--- src/rtl/cfgx_pkg.sv ---
package cfgx_pkg;
  localparam int unsigned DW  = 32;
  localparam int unsigned BEW = DW / 8;

  typedef enum logic [1:0] {
    CYC_RD  = 2'd0,
    CYC_WR  = 2'd1,
    CYC_SPC = 2'd2
  } cyc_kind_e;

  localparam logic [4:0] SPC_DEV = 5'h1F;
  localparam logic [2:0] SPC_FN  = 3'h7;
  localparam logic [5:0] SPC_REG = 6'h00;
endpackage

--- src/rtl/cfgx_addr_reg.sv ---
module cfgx_addr_reg
  import cfgx_pkg::*;
(
  input  logic           clk,
  input  logic           rst,
  input  logic           wr_en,
  input  logic [BEW-1:0] be,
  input  logic [DW-1:0]  wdata,
  output logic [DW-1:0]  ca_q
);
  // reserved bits 30:24 are dropped at write time so every read shows zero
  always_ff @(posedge clk) begin
    if (rst) begin
      ca_q <= '0;
    end else if (wr_en && (&be)) begin
      ca_q <= {wdata[31], 7'b0, wdata[23:0]};
    end
  end

  p_partial_keep_r1: assert property (@(posedge clk) disable iff (rst)
    (wr_en && !(&be)) |=> $stable(ca_q));
  p_full_load_r1: assert property (@(posedge clk) disable iff (rst)
    (wr_en && (&be)) |=> (ca_q[23:0] == $past(wdata[23:0]) && ca_q[30:24] == 7'b0));
endmodule

--- src/rtl/cfgx_decode.sv ---
module cfgx_decode
  import cfgx_pkg::*;
#(
  parameter logic [7:0] BRIDGE_BUS = 8'h00
) (
  input  logic [21:0]   fields,   // address register bits 23:2
  output logic          is_spc,
  output logic [DW-1:0] xaddr
);
  logic [7:0] bus;
  logic [4:0] dev;
  logic [2:0] fn;
  logic [5:0] rg;
  logic       local_bus;

  always_comb begin
    bus       = fields[21:14];
    dev       = fields[13:9];
    fn        = fields[8:6];
    rg        = fields[5:0];
    local_bus = (bus == BRIDGE_BUS);
    is_spc    = local_bus && (dev == SPC_DEV) && (fn == SPC_FN) && (rg == SPC_REG);
    xaddr     = {8'h00, bus, dev, fn, rg, (local_bus ? 2'b00 : 2'b01)};
  end
endmodule

--- src/rtl/cfgx_issue.sv ---
module cfgx_issue
  import cfgx_pkg::*;
#(
  parameter logic [7:0]    BRIDGE_BUS = 8'h00,
  parameter logic [DW-1:0] MSG_HALT   = 32'h0000_0001,
  parameter logic [DW-1:0] MSG_SHUT   = 32'h0000_0000
) (
  input  logic           clk,
  input  logic           rst,
  input  logic           io_req,
  input  logic           io_we,
  input  logic [BEW-1:0] io_be,
  input  logic [DW-1:0]  io_wdata,
  input  logic           hit_ca,
  input  logic           hit_cd,
  input  logic [DW-1:0]  ca_q,
  input  logic           is_spc,
  input  logic [DW-1:0]  xaddr,
  input  logic           halt_req,
  input  logic           shut_req,
  input  logic           cyc_done,
  input  logic [DW-1:0]  cyc_rdata,
  output logic           ca_wr,
  output logic           io_ack,
  output logic           io_pass,
  output logic [DW-1:0]  io_rdata,
  output logic           busy,
  output cyc_kind_e      cyc_kind,
  output logic [DW-1:0]  cyc_addr,
  output logic [DW-1:0]  cyc_data,
  output logic [BEW-1:0] cyc_be
);
  logic pend_halt, pend_shut, own_q;
  logic bi_halt, bi_shut, bi_any, bi_go;
  logic acc, acc_ca, acc_cd, ca_en, cd_issue;

  always_comb begin
    ca_en    = ca_q[31];
    bi_shut  = pend_shut | shut_req;
    bi_halt  = pend_halt | halt_req;
    bi_any   = bi_shut | bi_halt;
    bi_go    = !busy && bi_any;
    acc      = io_req && !io_ack && (hit_ca || (hit_cd && !busy && !bi_any));
    acc_ca   = acc && hit_ca;
    acc_cd   = acc && hit_cd;
    ca_wr    = acc_ca && io_we;
    cd_issue = acc_cd && ca_en && !(is_spc && !io_we);
  end

  always_ff @(posedge clk) begin
    if (rst) begin
      pend_halt <= 1'b0;
      pend_shut <= 1'b0;
      own_q     <= 1'b0;
      busy      <= 1'b0;
      io_ack    <= 1'b0;
      io_pass   <= 1'b0;
      io_rdata  <= '0;
      cyc_kind  <= CYC_RD;
      cyc_addr  <= '0;
      cyc_data  <= '0;
      cyc_be    <= '0;
    end else begin
      io_ack    <= 1'b0;
      io_pass   <= 1'b0;
      pend_shut <= bi_shut && !bi_go;
      pend_halt <= bi_halt && !(bi_go && !bi_shut);
      if (bi_go) begin
        busy     <= 1'b1;
        own_q    <= 1'b0;
        cyc_kind <= CYC_SPC;
        cyc_addr <= '0;
        cyc_data <= bi_shut ? MSG_SHUT : MSG_HALT;
        cyc_be   <= '1;
      end else if (cd_issue) begin
        busy     <= 1'b1;
        own_q    <= 1'b1;
        cyc_kind <= is_spc ? CYC_SPC : (io_we ? CYC_WR : CYC_RD);
        cyc_addr <= is_spc ? '0 : xaddr;
        cyc_data <= io_we ? io_wdata : '0;
        cyc_be   <= io_be;
      end else if (busy && cyc_done) begin
        busy <= 1'b0;
        if (own_q) begin
          io_ack   <= 1'b1;
          io_rdata <= cyc_rdata;
        end
      end
      if (acc_ca) begin
        io_ack   <= 1'b1;
        io_rdata <= ca_q;
      end
      if (acc_cd && !ca_en) begin
        io_ack   <= 1'b1;
        io_pass  <= 1'b1;
        io_rdata <= '0;
      end
      if (acc_cd && ca_en && is_spc && !io_we) begin
        io_ack   <= 1'b1;
        io_rdata <= '1;
      end
    end
  end

  p_done_release_r8: assert property (@(posedge clk) disable iff (rst)
    (busy && cyc_done) |=> !busy);
  p_hold_r8: assert property (@(posedge clk) disable iff (rst)
    (busy && !cyc_done) |=> (busy && $stable(cyc_addr) && $stable(cyc_data)));
  p_ack_pulse_r9: assert property (@(posedge clk) disable iff (rst)
    io_ack |=> !io_ack);
  p_type_bits_r4: assert property (@(posedge clk) disable iff (rst)
    (busy && cyc_kind != CYC_SPC) |->
      (cyc_addr[1:0] == ((cyc_addr[23:16] == BRIDGE_BUS) ? 2'b00 : 2'b01)));
  p_spc_addr_r5: assert property (@(posedge clk) disable iff (rst)
    (busy && cyc_kind == CYC_SPC) |-> (cyc_addr == '0));
  p_builtin_first_r11: assert property (@(posedge clk) disable iff (rst)
    (!busy && (halt_req || shut_req)) |=> (busy && cyc_kind == CYC_SPC && !own_q));
endmodule

--- src/rtl/cfgx_top.sv ---
module cfgx_top
  import cfgx_pkg::*;
#(
  parameter int unsigned       IO_AW      = 16,
  parameter logic [IO_AW-1:0]  CA_PORT    = 16'h0CF8,
  parameter logic [IO_AW-1:0]  CD_PORT    = 16'h0CFC,
  parameter logic [7:0]        BRIDGE_BUS = 8'h00,
  parameter logic [31:0]       MSG_HALT   = 32'h0000_0001,
  parameter logic [31:0]       MSG_SHUT   = 32'h0000_0000
) (
  input  logic             clk,
  input  logic             rst,
  input  logic             io_req,
  input  logic             io_we,
  input  logic [IO_AW-1:0] io_addr,
  input  logic [3:0]       io_be,
  input  logic [31:0]      io_wdata,
  output logic             io_ack,
  output logic             io_pass,
  output logic [31:0]      io_rdata,
  input  logic             halt_req,
  input  logic             shut_req,
  output logic             busy,
  output logic             cyc_valid,
  output logic [1:0]       cyc_kind,
  output logic [31:0]      cyc_addr,
  output logic [31:0]      cyc_data,
  output logic [3:0]       cyc_be,
  input  logic             cyc_done,
  input  logic [31:0]      cyc_rdata
);
  logic          hit_ca, hit_cd, ca_wr, is_spc;
  logic [DW-1:0] ca_q, xaddr;
  cyc_kind_e     kind;

  assign hit_ca    = (io_addr == CA_PORT);
  assign hit_cd    = (io_addr == CD_PORT);
  assign cyc_valid = busy;
  assign cyc_kind  = kind;

  cfgx_addr_reg u_areg (
    .clk(clk), .rst(rst), .wr_en(ca_wr), .be(io_be), .wdata(io_wdata), .ca_q(ca_q)
  );

  cfgx_decode #(.BRIDGE_BUS(BRIDGE_BUS)) u_dec (
    .fields(ca_q[23:2]), .is_spc(is_spc), .xaddr(xaddr)
  );

  cfgx_issue #(.BRIDGE_BUS(BRIDGE_BUS), .MSG_HALT(MSG_HALT), .MSG_SHUT(MSG_SHUT)) u_iss (
    .clk(clk), .rst(rst), .io_req(io_req), .io_we(io_we), .io_be(io_be),
    .io_wdata(io_wdata), .hit_ca(hit_ca), .hit_cd(hit_cd), .ca_q(ca_q),
    .is_spc(is_spc), .xaddr(xaddr), .halt_req(halt_req), .shut_req(shut_req),
    .cyc_done(cyc_done), .cyc_rdata(cyc_rdata), .ca_wr(ca_wr), .io_ack(io_ack),
    .io_pass(io_pass), .io_rdata(io_rdata), .busy(busy), .cyc_kind(kind),
    .cyc_addr(cyc_addr), .cyc_data(cyc_data), .cyc_be(cyc_be)
  );
endmodule

--- config.mk ---
export PLATFORM = sky130hd
export DESIGN_NAME = cfgx_top
export DESIGN_NICKNAME = d
export VERILOG_FILES = /design/src/rtl/cfgx_pkg.sv /design/src/rtl/cfgx_addr_reg.sv /design/src/rtl/cfgx_decode.sv /design/src/rtl/cfgx_issue.sv /design/src/rtl/cfgx_top.sv
export SDC_FILE = /design/constraint.sdc
export NUM_CORES = 1
export LEC_CHECK = 0
export ABC_CLOCK_PERIOD_IN_PS = 4240
export BUFFER_PORTS_ARGS = -buffer_cell sky130_fd_sc_hd__buf_4
export CORE_MARGIN = 10
export CORE_UTILIZATION = 50
export DETAILED_ROUTE_END_ITERATION = 16
export PLACE_DENSITY_LB_ADDON = 0.15
export RECOVER_POWER = 50
export SYNTH_ARGS = -nofsm -noshare
export SYNTH_HDL_FRONTEND = slang
export SYNTH_SLANG_ARGS = --single-unit
--- constraint.sdc ---
create_clock -name clk -period 4.24 [get_ports clk]
set_input_delay 0.848 -clock clk [delete_from_list [all_inputs] [get_ports clk]]
set_output_delay 0.848 -clock clk [all_outputs]
set_load 0.05 [all_outputs]
==> results of run 1 <==
==> cells by family (layout without fill, tap and decap cells) <==
family	Yosys count	count (layout)	share of synthesized area, %
compound gates	152	152	26.65
mux	2	2	0.4222
simple gates	136	136	15.12
other cells	1	9	0.07908
buf+inv	47	227	5.382
flops	124	124	52.35
==> routing by layer <==
metal	wire length, µm	global-route usage, %	up-vias
met1	6508	25.06	2045
met3	1174	7.770	25
met4	243	5.790	0
met5	0	0	-
li1	-	-	2055
met2	6870	32.87	186
==> per-stage QoR <==
| stage | area [µm²] | util [%] |
|---|---|---|
| global route | 6362 | 68.86 |
| CTS | 6751 | 73.07 |
| floorplan | 4772 | - |
| detailed placement | 6152 | 66.58 |
| global placement | 6152 | 66.58 |
| finish | 6362 | 68.86 |
==> power by group through the flow <==
| stage | Sequential, µW | Combinational, µW | Clock, µW |
|---|---|---|---|
| floorplan | 1230 | 87.2 | 0 |
| detailed placement | 1200 | 196 | 0 |
| global route | 1180 | 202 | 1540 |
| finish | 1180 | 190 | 1470 |
| global placement | 1200 | 194 | 0 |
| CTS | 1180 | 197 | 1480 |
==> sequential cells by signal, indices dropped and copies added (netlist names), 2 cells and up <==
signal          count
u_iss.cyc_data     32
u_iss.io_rdata     32
u_areg.ca_q        25
u_iss.cyc_addr     23
u_iss.cyc_be        4
u_iss.cyc_kind      2
==> area by class of cell <==
type	instances	area, µm²	share of cell area (%)
Timing Repair Buffer	192	1070	16.81
Clock buffer	17	414.1	6.509
Clock inverter	15	185.2	2.911
Inverter	3	11.26	0.1770
Sequential cell	124	2482	39.02
Multi-Input combinational cell	299	2038	32.04
Tap cell	129	161.4	2.537
==> path summary, 6_finish.rpt <==
| kind | from | to | slack [ns] |
|---|---|---|---|
| setup / recovery | rst | u_iss.cyc_data[0]$_SDFFE_PP0P_ | 1.14 |
| hold reg to reg | u_iss.cyc_data[9]$_SDFFE_PP0P_ | u_iss.cyc_data[9]$_SDFFE_PP0P_ | 0.46 |
| setup reg to reg | u_areg.ca_q[7]$_SDFFE_PP0P_ | u_iss.cyc_kind[1]$_SDFFE_PP0P_ | 1.24 |
| hold / removal | u_iss.cyc_data[9]$_SDFFE_PP0P_ | u_iss.cyc_data[9]$_SDFFE_PP0P_ | 0.46 |
==> critical path, delay by kind of cell <==
kind / cells / cell delay [ns]
buf+inv: 1 / 1.36
simple gates: 2 / 0.86
compound gates: 1 / 0.41
==> placed cells by master (no fill, tap or decap), types with 10 or more instances in the layout <==
master	count
sky130_fd_sc_hd__a22o_2	19
sky130_fd_sc_hd__clkbuf_1	99
sky130_fd_sc_hd__o21a_1	24
sky130_fd_sc_hd__o221a_2	32
sky130_fd_sc_hd__a21oi_1	41
sky130_fd_sc_hd__buf_4	92
sky130_fd_sc_hd__nor2_1	10
sky130_fd_sc_hd__nand2_1	75
sky130_fd_sc_hd__a22o_1	23
sky130_fd_sc_hd__dfxtp_1	124
sky130_fd_sc_hd__clkbuf_16	16
==> impl_metrics.json, run 1 <==
{
  "layout_cells_sized_above_1_pct": 29.08,
  "fillerInstances": 786,
  "status": "finished with violations",
  "rows": 35,
  "die_area_mm2": 0.01378,
  "vdd_drop_max_mv": 0.2290,
  "combPwrFrac_pct": 6.7,
  "worst_hold_margin_ns": 0.4552,
  "layout_setup_ws_ns": 1.139,
  "antenna_violating_nets_post_route": 0,
  "rsz_0062_raised_after_global_routing": "false",
  "gpl.final_weighted_congestion": 0.9303,
  "tritoncts_sink_count": 124,
  "core_region_area_mm2": 0.009240,
  "grt_start_max_net_pins": 44,
  "yosys.cell_types.count": 45,
  "cts_setup_buffers": 0,
  "antenna_cells": 0,
  "clock_latency_late_sink_ns": 0.52,
  "synth-seq-area-share_pct": 52.35,
  "yosys_warnings": 0,
  "synth_edf_count": 0,
  "worstHoldPathType": "reg2reg",
  "power.internal_uw": 2158,
  "power_leakage_uw": 0.002431,
  "number_of_global_route_vias_before_repair": 4391,
  "die_width_um": 117.4,
  "floorplan.die.height_um": 117.4,
  "antenna_found_initial": 0,
  "floorplan.initialDensity_pct": 51.32,
  "cts_tree": "built",
  "detailroute.via_count": 4311,
  "max_slew.worst_pin.slew_ns": 1.936,
  "via_per_inst": 5.534,
  "timing.final.hold_violations": 0,
  "layout_worst_path_cycle_share_pct": 73.14,
  "post_cts.resized_instances": 0,
  "async_reset_ff_share_pct": 0,
  "global_route.usage.total_pct": 20.53,
  "sequential_share_of_power_pct": 41.5,
  "powerDensity_mw_per_mm2": 446.5,
  "port_buffers": 187,
  "hpwlAfterDp_um": 11030,
  "switching_power_uw": 682.5,
  "finalNonFillerCells": 779,
  "fmaxAchievable_mhz": 322.4,
  "power_frac_clock_pct": 51.8,
  "clkTransAtPathRegs_ns": 0.06,
  "firstDrtPassIters": 4,
  "dp.cells": 747,
  "design.portCount": 197,
  "worstSetupStartpointType": "primary input",
  "area_growth_syn_to_layout_pct": 34.17,
  "timing.critical_path.arrival_ns": 3.50,
  "htreeDepth": 4,
  "setup.worst_path.end_class": "flip-flop",
  "synth_top_flop_cell": "sky130_fd_sc_hd__dfxtp_1",
  "finalCriticalPeriod_ns": 3.101,
  "synth_common_cells": "sky130_fd_sc_hd__dfxtp_1, sky130_fd_sc_hd__nand2_1, sky130_fd_sc_hd__a21oi_1",
  "first_pass_grt_wire_length_um": 23300,
  "cap_viol_max_count": 1,
  "final.setup.tns_ns": 0,
  "cts-hold-fix-buffers": 0,
  "finClkSkew_ns": 0.01054,
  "most_instantiated_library_cell_after_synthesis": "sky130_fd_sc_hd__dfxtp_1",
  "cts-root-to-sink-buffers": 2,
  "cp.required_ns": 4.64,
  "timing.reg2reg.worst_path_depth": 6,
  "clockRootBuffer": "sky130_fd_sc_hd__clkbuf_8",
  "synth.ff_latch_count": 124,
  "timing.critical_path.fanout_max": 43,
  "final_net_count": 728,
  "timing.critical_path.slowest_cell_delay_ns": 1.36,
  "post_detailed_route_wirelength_per_cell_um": 18.99,
  "dp_slack_ns": 0.8746,
  "timing.setup.critical_path_class": "in2reg",
  "post_synth_main_area_contributors": "sky130_fd_sc_hd__dfxtp_1, sky130_fd_sc_hd__o221a_2, sky130_fd_sc_hd__nand2_1",
  "synth.largest_area_cell": "sky130_fd_sc_hd__dfxtp_1",
  "totalWireLength_um": 14800,
  "cts_bufs_inserted": 17,
  "syn_inst": 462,
  "slew-limit-headroom_pct": -29.08,
  "synthesis.area_per_instance_um2": 10.26,
  "failed_checks": "capacitance limit, slew limit",
  "finalMaxSlewViolations": 41,
  "worst_hold_path.num_cells": 2,
  "synthDominantCellAreaShare_pct": 52.35,
  "overflow": 0,
  "power_uw": 2841,
  "post_synth_instance_area_mm2": 0.004742,
  "worst_path_max_delay_cell": "sky130_fd_sc_hd__clkbuf_1",
  "detail_route.drc_violations": 0,
  "setup_violations": 0,
  "detailedRoute.firstIterationViolations": 198,
  "critical_path.cell_chain": "clkbuf_1, or2_2, nor2b_4, a221o_1",
  "power.share.switching_pct": 24.03
}
No activity file was read; power rests on OpenSTA's default activity.
==> inputs of run 2 (changes only) <==
Settings changed: ABC_CLOCK_PERIOD_IN_PS 4240 to 2700, CORE_UTILIZATION 50 to 43.
Clock period 4.24 ns to 2.7 ns, I/O delays scaled along.
==> run 2 against run 1 <==
The flow now finishes without violations. Worst setup slack worse by 0.84 ns. Clock skew fell by 0.0026 ns. Utilization shrank 8.3 points. Final cell count is 3.1% higher. Die area is 13% higher. Routed wire length is 7.4% higher. Clock power increased by 59%. Combinational power rose by 65%. Count of clock-buffer cells in the layout grew 5. Hold slack got worse by 0.23 ns. Cell area grew 3.2%. Via count is 1.9% higher. Largest cell class unchanged. Highest routed layer unchanged.
==> impl_metrics.json, run 2 (synthesized netlist as in run 1, its figures left out) <==
{
  "first_pass_grt_wire_length_um": 24220,
  "slew-limit-headroom_pct": 54.22,
  "grt_start_max_net_pins": 41,
  "powerDensity_mw_per_mm2": 685.0,
  "antenna_cells": 0,
  "totalWireLength_um": 15880,
  "core_region_area_mm2": 0.01084,
  "finalCriticalPeriod_ns": 2.400,
  "highest_count_cells_in_the_layout_ignoring_fill_and_taps": "sky130_fd_sc_hd__dfxtp_1, sky130_fd_sc_hd__buf_4, sky130_fd_sc_hd__clkbuf_1, sky130_fd_sc_hd__nand2_1, sky130_fd_sc_hd__a21oi_1",
  "via_per_inst": 5.473,
  "fin_util_pct": 60.55,
  "cts_setup_buffers": 0,
  "timing.final.hold_violations": 0,
  "power_uw": 4496,
  "htreeDepth": 4,
  "timing.critical_path.fanout_max": 33,
  "rows": 38,
  "cts_tree": "built",
  "vdd_drop_max_mv": 0.3312,
  "dp.cells": 773,
  "floorplan.die.height_um": 125.0,
  "port_buffers": 187,
  "global_route.usage.total_pct": 19.19,
  "max_slew.worst_pin.slew_ns": 0.6897,
  "clkTransAtPathRegs_ns": 0.06,
  "post_detailed_route_wirelength_per_cell_um": 19.78,
  "rsz_0062_raised_after_global_routing": "false",
  "cts_bufs_inserted": 17,
  "die_width_um": 125.0,
  "tritoncts_sink_count": 124,
  "final_net_count": 743,
  "die_area_mm2": 0.01563,
  "worst_path_max_delay_cell": "sky130_fd_sc_hd__or4b_1",
  "critical_path.cell_chain": "nor4_1, or4b_1, o311ai_0, a41o_1, buf_12, o221a_2",
  "fmaxAchievable_mhz": 416.7,
  "hpwlAfterDp_um": 11920,
  "clock_latency_late_sink_ns": 0.52,
  "finalMaxSlewViolations": 0,
  "worstSetupStartpointType": "flip-flop",
  "finClkSkew_ns": 0.007943,
  "overflow": 0,
  "cp.required_ns": 3.17,
  "worstHoldPathType": "in2reg",
  "number_of_global_route_vias_before_repair": 4382,
  "design.portCount": 197,
  "antenna_found_initial": 0,
  "firstDrtPassIters": 5,
  "gpl.final_weighted_congestion": 0.8396,
  "detailroute.via_count": 4395,
  "timing.critical_path.arrival_ns": 2.87,
  "status": "finished, final reports clean",
  "fillerInstances": 1022,
  "cts-root-to-sink-buffers": 2,
  "area_growth_syn_to_layout_pct": 38.42,
  "detail_route.drc_violations": 0,
  "post_cts.resized_instances": 0,
  "antenna_violating_nets_post_route": 0,
  "clockRootBuffer": "sky130_fd_sc_hd__clkbuf_8",
  "final_common_cell": "sky130_fd_sc_hd__dfxtp_1",
  "final.setup.tns_ns": 0,
  "floorplan.initialDensity_pct": 43.74,
  "finalNonFillerCells": 803,
  "cap_viol_max_count": 0,
  "power_leakage_uw": 0.002534,
  "setup.worst_path.end_class": "flip-flop",
  "setup_violations": 0,
  "timing.setup.critical_path_class": "reg2reg",
  "layout_cells_sized_above_1_pct": 30.17,
  "cts-hold-fix-buffers": 0,
  "finished_layout_cell_area_mm2": 0.006564,
  "layout_worst_path_cycle_share_pct": 88.87,
  "placedInstanceArea_mm2": 0.006354,
  "detailedRoute.firstIterationViolations": 287,
  "timing.critical_path.slowest_cell_delay_ns": 0.58,
  "layout_top_registers": "u_iss.cyc_data x32, u_iss.io_rdata x32, u_areg.ca_q x25"
}
## run 2: cell types whose count changed in the layout (fill, tap and decap cells not counted), moves of 3 or more
cell                       change
sky130_fd_sc_hd__buf_12        +5
sky130_fd_sc_hd__inv_6         -6
sky130_fd_sc_hd__buf_4        +10
sky130_fd_sc_hd__clkbuf_8      +3
## run 2: worst max-delay path, delay by kind of cell, from the launching register on
kind                   cells  cell delay [ns]
AOI/OAI and AO/OA          3             0.89
buffers and inverters      1             0.21
DFF                        1             0.35
and+or+nand+nor            2             0.90
## run 2: worst paths after layout
kind | from | to | slack (ns) | cells after the start
worst max-delay path | u_areg.ca_q[2]$_SDFFE_PP0P_ | u_iss.io_rdata[28]$_SDFFE_PP0P_ | 0.30 | 6
worst min-delay path | io_wdata[29] | u_iss.cyc_data[29]$_SDFFE_PP0P_ | 0.23 | 2
worst max register to register | u_areg.ca_q[2]$_SDFFE_PP0P_ | u_iss.io_rdata[28]$_SDFFE_PP0P_ | 0.30 | 6
worst min register to register | u_iss.cyc_data[10]$_SDFFE_PP0P_ | u_iss.cyc_data[10]$_SDFFE_PP0P_ | 0.45 | 2
## run 2: final cells by class
type	instances	area, µm²	share of cell area (%)
sequential	124	2482	37.82
timing repair buffer	207	1246	18.99
tap	140	175.2	2.669
multi-input combinational	299	2046	31.17
clock inverter	8	140.1	2.135
inverter	3	11.26	0.1716
clock buffer	22	462.9	7.053
## run 2: metrics by stage
| step | hold slack (ns) | setup slack [ns] |
|---|---|---|
| CTS | 0.2127 | 0.3205 |
| detailed placement | 0.4466 | 0.04515 |
| global placement | 0.4405 | 0.1018 |
| floorplan | 0.4320 | 0.2098 |
| finish | 0.2254 | 0.3005 |
| global route | 0.2013 | 0.1705 |
## run 2: routing by layer
layer	wire length (µm)	GRT usage (%)	vias to the layer above
li1	-	-	2083
met1	6741	22.47	2116
met2	7676	31.69	183
met3	1347	8.365	13
met4	118	4.607	0
met5	0	0	-
## run 2: report_power, final
group | leakage (µW) | internal [µW] | switching, µW
clock network | 0.000300 | 1560 | 774
logic | 0.00123 | 135 | 179
registers | 0.00100 | 1840 | 9.68
total | 0.00253 | 3530 | 963
